**config.mk**
```make
export PLATFORM = sky130hd
export DESIGN_NAME = pfd_monitor
export DESIGN_NICKNAME = d
export VERILOG_FILES = /design/src/rtl/pfd_pkg.sv /design/src/rtl/pfd_sync.sv /design/src/rtl/pfd_edge.sv /design/src/rtl/pfd_watchdog.sv /design/src/rtl/pfd_flag.sv /design/src/rtl/pfd_monitor.sv
export SDC_FILE = /design/constraint.sdc
export NUM_CORES = 1
export LEC_CHECK = 0
export CORE_ASPECT_RATIO = 1.25
export CORE_MARGIN = 2
export CORE_UTILIZATION = 30
export DETAILED_ROUTE_END_ITERATION = 6
export DONT_BUFFER_PORTS = 1
export SKIP_CTS_REPAIR_TIMING = 1
export SLEW_MARGIN = 20
export SYNTH_ARGS = -nofsm -noshare
export SYNTH_HDL_FRONTEND = slang
export SYNTH_SLANG_ARGS = --single-unit
```
**constraint.sdc**
```tcl
create_clock -name clk -period 2.35 [get_ports clk]
set_input_delay 0.1175 -clock clk [delete_from_list [all_inputs] [get_ports clk]]
set_output_delay 0.1175 -clock clk [all_outputs]
set_load 0.03 [all_outputs]
```
**src/rtl/pfd_pkg.sv**
```systemverilog
package pfd_pkg;
  localparam int unsigned CMP_W    = 2;
  localparam int unsigned CMP_LOW  = 0;
  localparam int unsigned CMP_HIGH = 1;

  typedef logic [CMP_W-1:0] cmp_vec_t;

  typedef enum logic {
    TMR_IDLE  = 1'b0,
    TMR_ARMED = 1'b1
  } tmr_state_e;
endpackage

```
**src/rtl/pfd_sync.sv**
```systemverilog
module pfd_sync #(
  parameter int unsigned STAGES = 2,
  parameter int unsigned WIDTH  = 2
) (
  input  logic             clk,
  input  logic             rst,
  input  logic [WIDTH-1:0] d_i,
  output logic [WIDTH-1:0] q_o
);
  logic [WIDTH-1:0] stage_q [STAGES];

  generate
    for (genvar s = 0; s < STAGES; s++) begin : g_stage
      if (s == 0) begin : g_first
        always_ff @(posedge clk) begin
          if (rst) stage_q[s] <= '0;
          else     stage_q[s] <= d_i;
        end
      end else begin : g_next
        always_ff @(posedge clk) begin
          if (rst) stage_q[s] <= '0;
          else     stage_q[s] <= stage_q[s-1];
        end
      end
    end
  endgenerate

  assign q_o = stage_q[STAGES-1];
endmodule

```
**src/rtl/pfd_edge.sv**
```systemverilog
module pfd_edge #(
  parameter int unsigned WIDTH = 2
) (
  input  logic             clk,
  input  logic             rst,
  input  logic [WIDTH-1:0] lvl_i,
  output logic [WIDTH-1:0] rise_o
);
  logic [WIDTH-1:0] prev_q;

  always_ff @(posedge clk) begin
    if (rst) prev_q <= '0;
    else     prev_q <= lvl_i;
  end

  generate
    for (genvar b = 0; b < WIDTH; b++) begin : g_bit
      assign rise_o[b] = lvl_i[b] & ~prev_q[b];
    end
  endgenerate
endmodule

```
**src/rtl/pfd_watchdog.sv**
```systemverilog
module pfd_watchdog
  import pfd_pkg::*;
#(
  parameter int unsigned TIMEOUT_CYC = 750000
) (
  input  logic clk,
  input  logic rst,
  input  logic rearm_i,
  output logic expire_o,
  output logic armed_o
);
  localparam int unsigned CW = (TIMEOUT_CYC > 2) ? $clog2(TIMEOUT_CYC) : 1;
  localparam logic [CW-1:0] LIMIT = CW'(TIMEOUT_CYC - 1);

  logic [CW-1:0] cnt_q;
  tmr_state_e    state_q;
  logic          expire_q;

  always_ff @(posedge clk) begin
    if (rst) begin
      cnt_q    <= '0;
      state_q  <= TMR_ARMED;
      expire_q <= 1'b0;
    end else begin
      expire_q <= 1'b0;
      if (rearm_i) begin
        cnt_q   <= '0;
        state_q <= TMR_ARMED;
      end else if (state_q == TMR_ARMED) begin
        if (cnt_q == LIMIT) begin
          state_q  <= TMR_IDLE;
          expire_q <= 1'b1;
        end else begin
          cnt_q <= cnt_q + CW'(1);
        end
      end
    end
  end

  assign expire_o = expire_q;
  assign armed_o  = (state_q == TMR_ARMED);
endmodule

```
**src/rtl/pfd_flag.sv**
```systemverilog
module pfd_flag (
  input  logic clk,
  input  logic rst,
  input  logic set_i,
  input  logic clr_i,
  output logic flag_o
);
  logic flag_q;

  always_ff @(posedge clk) begin
    if (rst)        flag_q <= 1'b0;
    else if (set_i) flag_q <= 1'b1;
    else if (clr_i) flag_q <= 1'b0;
  end

  assign flag_o = flag_q;
endmodule

```
**src/rtl/pfd_monitor.sv**
```systemverilog
module pfd_monitor
  import pfd_pkg::*;
#(
  parameter int unsigned TIMEOUT_CYC = 750000,
  parameter int unsigned SYNC_STAGES = 2
) (
  input  logic clk,
  input  logic rst,
  input  logic cmp_low_i,
  input  logic cmp_high_i,
  input  logic clr_low_i,
  output logic power_low_o,
  output logic irq_o,
  output logic up_event_o,
  output logic line_good_o
);
  cmp_vec_t raw_cmp;
  cmp_vec_t sync_cmp;
  cmp_vec_t cmp_rise;
  logic     pulse_rise;
  logic     expire;
  logic     low_flag;

  assign raw_cmp[CMP_LOW]  = cmp_low_i;
  assign raw_cmp[CMP_HIGH] = cmp_high_i;

  pfd_sync #(.STAGES(SYNC_STAGES), .WIDTH(CMP_W)) u_sync (
    .clk (clk),
    .rst (rst),
    .d_i (raw_cmp),
    .q_o (sync_cmp)
  );

  pfd_edge #(.WIDTH(CMP_W)) u_edge (
    .clk    (clk),
    .rst    (rst),
    .lvl_i  (sync_cmp),
    .rise_o (cmp_rise)
  );

  assign pulse_rise = cmp_rise[CMP_LOW];

  pfd_watchdog #(.TIMEOUT_CYC(TIMEOUT_CYC)) u_wdog (
    .clk      (clk),
    .rst      (rst),
    .rearm_i  (pulse_rise),
    .expire_o (expire),
    .armed_o  (line_good_o)
  );

  pfd_flag u_flag (
    .clk    (clk),
    .rst    (rst),
    .set_i  (expire),
    .clr_i  (clr_low_i),
    .flag_o (low_flag)
  );

  assign power_low_o = low_flag;
  assign irq_o       = low_flag;
  assign up_event_o  = cmp_rise[CMP_HIGH];
endmodule

```
* Word level (Yosys, flattened, before mapping) *
Memory sizes are Yosys's and may differ from the RTL's.
Cells that the tools add are included.

word-level totals
  bits in registers = 25
  memory bits (writable) = 4
  bits of input ports = 5
  output and inout bits = 4
  word-level logic and storage cells = 30
  memories kept = 1

memories
  memory          depth  width  rd ports  clocked after Yosys merged registers in  wr ports  RTL line        source
  u_sync.stage_q  2      2      2         0                                        2         pfd_sync.sv:10  logic [WIDTH-1:0] stage_q [STAGES];

cells by class
  $add $sub $neg = 1
  equal/unequal tests = 1
  mux-type cells = 10
  bitwise operators = 8
  reduce and logical (&&, ||, !) cells = 4

operators with widths
  cell                                                             count
  20-bit by 1-bit adder with 20-bit output, second input constant  1
  20-bit == test, second input constant                            1
  1-bit 2-to-1 mux                                                 8
  2-bit 2-to-1 mux                                                 2
  1-bit NOT                                                        4
  3-bit OR reduction                                               1
  1-bit bitwise AND                                                2
  1-bit bitwise OR                                                 2
  2-bit AND reduction                                              1
  2-bit nonzero test                                               1
  2-bit OR reduction                                               1

* Longest topological paths before layout *
Gate-level depths: netlist of run 1.

  word-level depth = 3
  mapped depth = 7
  mapped depth without buffers = 6

* By module *
Synthesis of run 1 repeated with hierarchy kept, for this count alone.

unflattened totals
  cell total of the unflattened synthesis = 138
  area, all modules = 1242.4 µm²

by module, submodules not included
  module        times used  cells an instance  area an instance (µm²)  sequential area each (µm²)
  pfd_watchdog  1           119                1021.0                  440.4
  pfd_sync      1           8                  105.1                   80.1
  pfd_edge      1           6                  70.1                    40.0
  pfd_flag      1           4                  38.8                    20.0
  pfd_monitor   1           1                  7.5                     0.0

* Worst setup path before layout of run 1 *
OpenSTA, ideal clock, no wires.

  path type = reg-to-reg
  from = register u_wdog.cnt_q[0]
  to = register u_wdog.cnt_q[16]
  library setup time = 0.070 ns
  arrival = 1.599 ns
  required time = 2.280 ns
  path slack = 0.681 ns
  stages on the path, launching flop included = 7
  buffers on the path = 0
  period minus slack after synthesis = 1.669 ns
  cells stage by stage = dfxtp_1 > ha_1 > nand3_2 > nor2_1 > nand3_4 > or4_1 > a21oi_1

on the way
  word-level cells in the longest chain between the ends = 3
  elaborated cells between the ends (all ways) = 4
  classes of those cells = add/sub (1); eq/ne (1); bitwise (1); reduce/logical (1)

ends and longest elaborated chain
  element                                                                           RTL line            source
  start: declaration                                                                pfd_watchdog.sv:15  logic [CW-1:0] cnt_q;
  start signal: assignment                                                          pfd_watchdog.sv:34  cnt_q <= cnt_q + CW'(1);
  branches (longest 3 deep; another with 20-bit by 1-bit adder with 20-bit output)  -

Parallel ways; which one is timed is not known.
A chain may end at the register's enable or synchronous reset.

* Worst setup path in the final report of run 1 *
Same ends and word-level chain as after synthesis.

==> out/qor.txt, run 1 <==
die boundary height -> 76.39 µm
status -> complete, no violations
critical path class -> reg -> reg
CTS max path bufs -> 2
r2r startpoint -> u_wdog.cnt_q[0]$_SDFFE_PP0P_
WL per Instance -> 11.92 µm
relative slew slack -> 0.6005
DR DRC count -> 0
average size of a mapped cell -> 8.918 µm²
sequential element share of the synthesized area -> 0.4617
1st-iter DRT viols -> 46
most common cell after layout, fill and taps aside -> dfxtp_1
die footprint -> 0.004729 mm²
Antenna Cells -> 0
Worst R2R Path Depth -> 6
Design Area, Final -> 0.001454 mm²
number of global-route vias before repair -> 940
Pre-Repair DR Iteration Count -> 4
Cells after Synth -> 141
Highest Clock Rate -> 510.7 MHz
CP max stage cell -> or4_1
Critical Path Fanout Max -> 6
Vias -> 992
Area after DPL -> 0.001308 mm²
initial antenna violation count -> 0
RePlAce Congestion -> 0.8576
startpoint types -> flip-flop
final number of setup-violating endpoints -> 0
Critical Path RT -> 2.54 ns
CTS tree -> done
CP delay by family, top -> simple AND/OR/NAND/NOR gates
pin slew with the least headroom to its limit -> 0.5984 ns
P&R area growth vs syn -> 15.62%
initial core utilization -> 0.3092
maximum VDD drop -> 0.3127 mV
htree depth -> 2
Leakage Power -> 0.5056 nW
Final nets -> 153
WP buf/inv -> 0
largest cells by area after synthesis -> dfxtp_1 46%, xor2_1 4.9%, nor2_1 4.8%
Hold Path End -> u_wdog.armed_o$_SDFF_PP1_
Mapped Area -> 0.001257 mm²
chip width -> 61.91 µm
I/O pins -> 9
endpoint class of the critical path -> flip-flop
areal power density over the cells -> 722.8 mW/mm²
most frequent cells in the layout -> 29 x dfxtp_1, 16 x nor2_1, 11 x nand3_1, 8 x nand2_1, 8 x a21oi_1
final setup margin -> 0.3917 ns
syn_nets -> 147
final hold vios -> 0
Num CTS Buffers -> 5
vias per inst -> 4.863
final wirelength -> 2431 µm
RSZ-0062 raised after global routing -> no
largest net degree at the start of global routing -> 19
Critical R2R Capture -> u_wdog.cnt_q[16]$_SDFFE_PP0P_
setup slack on the worst flop-to-flop path -> 0.39 ns
Synth area leader -> dfxtp_1
number of fill cells -> 405
clock sink total -> 29
Core Area -> 0.004066 mm²
Cells on Worst Hold Path -> 2
flops & latches, synth -> 29
Tmin final -> 1.958 ns
Design Power -> 1.051 mW
Clock Skew -> 0.003894 ns
Arr. time, crit path -> 2.15 ns
cells along the critical path -> ha_1 > nand3_2 > nor2_1 > nand3_4 > or4_1 > a21oi_1
pre-CTS setup slack -> 0.4093 ns
cell row count -> 26
Synth top area share -> 0.4617
clk slew on worst S/H paths -> 0.06 ns
yosys warns -> 0
proportion of layout cells with a drive suffix above 1 -> 0.1014
largest stage delay on the critical path -> 0.49 ns
count of cell types in the netlist -> 33
Post-DP HPWL -> 1732 µm
hold_sp -> rst
Max Cap Violations -> 0
gr usage total -> 0.1116
CTS Root Cell -> clkbuf_8
min-delay worst type -> in -> reg
final critical-path share of the clock period -> 0.8333
Max Slew Vio Count -> 0
Final TNS setup -> 0 ns
GRT Residual Overflow -> 0
global-route wire length before repair -> 3995 µm
PortBufs -> 0
Final ANT Viol Nets -> 0
Worst-Skew Late Latency -> 0.27 ns
-- how the worst max path moves through the flow --
stage	from	endpoint	slack, ns	depth (start not counted)
CTS	u_wdog.cnt_q[0]$_SDFFE_PP0P_	u_wdog.cnt_q[16]$_SDFFE_PP0P_	0.41	6
global placement	u_wdog.cnt_q[0]$_SDFFE_PP0P_	u_wdog.cnt_q[16]$_SDFFE_PP0P_	0.53	7
finish	u_wdog.cnt_q[0]$_SDFFE_PP0P_	u_wdog.cnt_q[16]$_SDFFE_PP0P_	0.39	6
detailed placement	u_wdog.cnt_q[0]$_SDFFE_PP0P_	u_wdog.cnt_q[16]$_SDFFE_PP0P_	0.41	6
floorplan	u_wdog.cnt_q[0]$_SDFFE_PP0P_	u_wdog.cnt_q[16]$_SDFFE_PP0P_	0.68	6
global route	u_wdog.cnt_q[0]$_SDFFE_PP0P_	u_wdog.cnt_q[16]$_SDFFE_PP0P_	0.28	6
-- stage by stage --
stage | instances | util | hold slack [ns]
after CTS | 201 | 0.3502 | -0.09974
after detailed placement | 193 | 0.3215 | 0.1915
after global routing | 204 | 0.3575 | 0.04054
after floorplan | 141 | - | 0.1891
final | 204 | 0.3575 | 0.01135
after global placement | 193 | 0.3215 | 0.1919
-- flip-flops by register name (all words and copies together) (netlist names) --
register	cells
u_flag.flag_o	1
u_wdog.cnt_q	20
u_sync.stage_q	4
u_wdog.expire_o	1
u_edge.prev_q	2
u_wdog.armed_o	1
-- where the power goes --
part / leakage, nW / internal (mW) / switching [mW] / total (mW)
clock: 0.0585 / 0.345 / 0.172 / 0.517
sequential: 0.235 / 0.500 / 0.00645 / 0.507
combinational: 0.212 / 0.0110 / 0.0160 / 0.0270
-- cell usage after synthesis (all sizes together) --
master / n
dfxtp: 29
nor2: 16
nand3: 13
a21oi: 8
nand2: 8
nor2b: 7
xor2: 7
o21ai: 6
inv: 5
nand4: 5
or3: 5
xnor2: 5
buf: 4
and3: 3
and4: 3
o31ai: 3
clkbuf: 2
nor3: 2
nor4: 2
or4: 2
a21o: 1
a31oi: 1
and2: 1
and4b: 1
ha: 1
nor3b: 1
-- final cells by class --
class / instances / area, µm² / area share
Sequential cell: 29 / 580.6 / 0.3993
Inverter: 5 / 18.77 / 0.01291
Clock buffer: 7 / 86.33 / 0.05938
Clock inverter: 1 / 30.03 / 0.02065
Timing Repair Buffer: 5 / 45.04 / 0.03098
Multi-Input combinational cell: 101 / 623.1 / 0.4286
Tap cell: 56 / 70.07 / 0.04819
-- worst reg2reg max path, stage by stage, from the launching register on --
cell and delay, ns:
dfxtp_1 0.40, ha_1 0.23, nand3_2 0.10, nor2_1 0.36, nand3_4 0.14, or4_1 0.49
a21oi_1 0.17
-- layer usage --
layer,global-route usage,part of all wire,routed length (µm)
met1,0.1388,0.44,1073
met2,0.1642,0.49,1183
met3,0.05093,0.063,152
met4,0.04468,0.0086,21
met5,0,0,0
-- cell families after synthesis --
logic type	after synthesis	share of synthesized area
and+or+nand+nor	69	0.3134
DFF	29	0.4617
AOI/OAI and AO/OA	19	0.08856
xor gates and xnor gates	12	0.08358
buffers and inverters	11	0.04278
adders and majority gates	1	0.009949
Power figures use the tool's default switching activity.
==> inputs of run 2 (changes only) <==
Clock period 2.35 ns to 1.81 ns, I/O delays scaled along.
==> out/qor.txt, run 2 (synthesis results as in run 1) <==
r2r startpoint -> u_wdog.cnt_q[0]$_SDFFE_PP0P_
Final ANT Viol Nets -> 0
largest stage delay on the critical path -> 0.51 ns
Final TNS setup -> 0 ns
die footprint -> 0.004729 mm²
Post-DP HPWL -> 1854 µm
global-route wire length before repair -> 4353 µm
endpoint class of the critical path -> flip-flop
1st-iter DRT viols -> 30
most common cell after layout, fill and taps aside -> dfxtp_1
PortBufs -> 0
Final nets -> 163
Tmin final -> 1.744 ns
startpoint types -> flip-flop
final number of setup-violating endpoints -> 0
DR DRC count -> 0
met3 Usage GRT -> 0.04584
Clock Skew -> 0.007313 ns
clock sink total -> 29
largest net degree at the start of global routing -> 19
internal power -> 0.9376 mW
Antenna Cells -> 0
CTS max path bufs -> 2
CP max stage cell -> or4_4
final wirelength -> 2650 µm
fin cells -> 214
pin slew with the least headroom to its limit -> 0.5882 ns
die boundary height -> 76.39 µm
proportion of layout cells with a drive suffix above 1 -> 0.1962
power share of the combinational group -> 0.039
cell row count -> 26
Worst-Skew Late Latency -> 0.28 ns
min-delay worst type -> in -> reg
crit path capture -> u_wdog.cnt_q[16]$_SDFFE_PP0P_
max reg flops -> 20
gr usage total -> 0.1231
Critical Path RT -> 2.02 ns
I/O pins -> 9
Critical R2R Capture -> u_wdog.cnt_q[16]$_SDFFE_PP0P_
final setup margin -> 0.06598 ns
met1 Track Usage GR -> 0.1546
number of global-route vias before repair -> 978
CTS tree -> done
htree depth -> 2
switching part of the total power -> 0.2257
critical path class -> reg -> reg
share of power burned in registers -> 0.544
Reg with most FFs -> u_wdog.cnt_q
most frequent cells in the layout -> 27 x dfxtp_1, 16 x nor2_1, 12 x buf_4, 11 x nand3_1, 8 x nand2_1
Max Cap Violations -> 0
Clock Power Share -> 0.417
Highest Clock Rate -> 573.4 MHz
Critical Path Fanout Max -> 7
Vias -> 1033
status -> complete, no violations
maximum VDD drop -> 0.3129 mV
Worst Setup SP -> u_wdog.cnt_q[0]$_SDFFE_PP0P_
clk slew on worst S/H paths -> 0.06 ns
chip width -> 61.91 µm
GRT Residual Overflow -> 0
Num CTS Buffers -> 5
relative slew slack -> 0.6079
vias per inst -> 4.827
final critical-path share of the clock period -> 0.9635
areal power density over the cells -> 796.5 mW/mm²
Arr. time, crit path -> 1.96 ns
number of fill cells -> 431
final hold vios -> 0
WL per Instance -> 12.38 µm
pre-CTS setup slack -> -0.02651 ns
initial core utilization -> 0.3092
Area after DPL -> 0.001368 mm²
placed insts -> 201
Switching Power -> 0.2732 mW
GRT met2 Usage -> 0.1832
Leakage Power -> 0.5467 nW
top flop regs -> u_wdog.cnt_q x20, u_sync.stage_q x4, u_edge.prev_q x2
CTS Root Cell -> clkbuf_8
P&R area growth vs syn -> 20.90%
Pre-Repair DR Iteration Count -> 4
setup slack on the worst flop-to-flop path -> 0.07 ns
Max Slew Vio Count -> 0
initial antenna violation count -> 0
Worst R2R Path Depth -> 7
Core Area -> 0.004066 mm²
most used routing layer -> met2
RePlAce Congestion -> 0.8889
cells along the critical path -> ha_4 > and4_4 > nand4_1 > o31ai_2 > buf_4 > or4_4 > a21oi_2
Design Area, Final -> 0.001520 mm²
run 2: final cells by class:
| cell class | instances | area (µm²) | share of cell area |
|---|---|---|---|
| multi-input cells | 101 | 645.6 | 0.4247 |
| clock inverters | 2 | 10.01 | 0.006584 |
| well taps | 56 | 70.07 | 0.04609 |
| repair buffers | 15 | 120.1 | 0.07901 |
| inverters | 5 | 18.77 | 0.01235 |
| clock buffers | 6 | 72.57 | 0.04774 |
| flip-flops and latches | 29 | 583.1 | 0.3835 |
run 2: per-layer routing:
layer / wire length (µm) / vias up
met1: 1197 / 497
met4: 34 / 0
met5: 0 / -
li1: - / 520
met2: 1311 / 13
met3: 107 / 3
run 2: worst min-delay path by stage:
| stage | from | to | depth (start not counted) |
|---|---|---|---|
| after global placement | rst | u_edge.prev_q[0]$_SDFF_PP0_ | 1 |
| after global routing | clr_low_i | u_flag.flag_o$_SDFFE_PP0P_ | 3 |
| final | clr_low_i | u_flag.flag_o$_SDFFE_PP0P_ | 3 |
| after floorplan | rst | u_edge.prev_q[0]$_SDFF_PP0_ | 1 |
| after CTS | rst | u_edge.prev_q[1]$_SDFF_PP0_ | 1 |
| after detailed placement | rst | u_edge.prev_q[1]$_SDFF_PP0_ | 1 |
run 2: critical path: cells and delay by family, from the launching register on:
kind / cells / cell delay (ns)
compound gates: 2 / 0.21
fa+ha+maj: 1 / 0.17
buf+inv: 1 / 0.16
flops: 1 / 0.34
simple gates: 3 / 0.79
run 2: power groups by stage:
stage / Sequential, mW / Clock [mW] / Combinational [mW]
after floorplan: 0.669 / 0 / 0.0245
after global placement: 0.668 / 0 / 0.0354
after detailed placement: 0.669 / 0 / 0.0371
after CTS: 0.655 / 0.524 / 0.0379
after global routing: 0.659 / 0.551 / 0.0533
final: 0.658 / 0.505 / 0.0477
run 2: metrics by stage:
step	hold slack (ns)	util	total power [mW]
final	0.03166	0.3738	1.211
after floorplan	0.1621	-	0.6931
after CTS	-0.1428	0.3566	1.217
after detailed placement	0.1648	0.3363	0.7061
after global routing	0.04352	0.3738	1.264
after global placement	0.1650	0.3363	0.7033
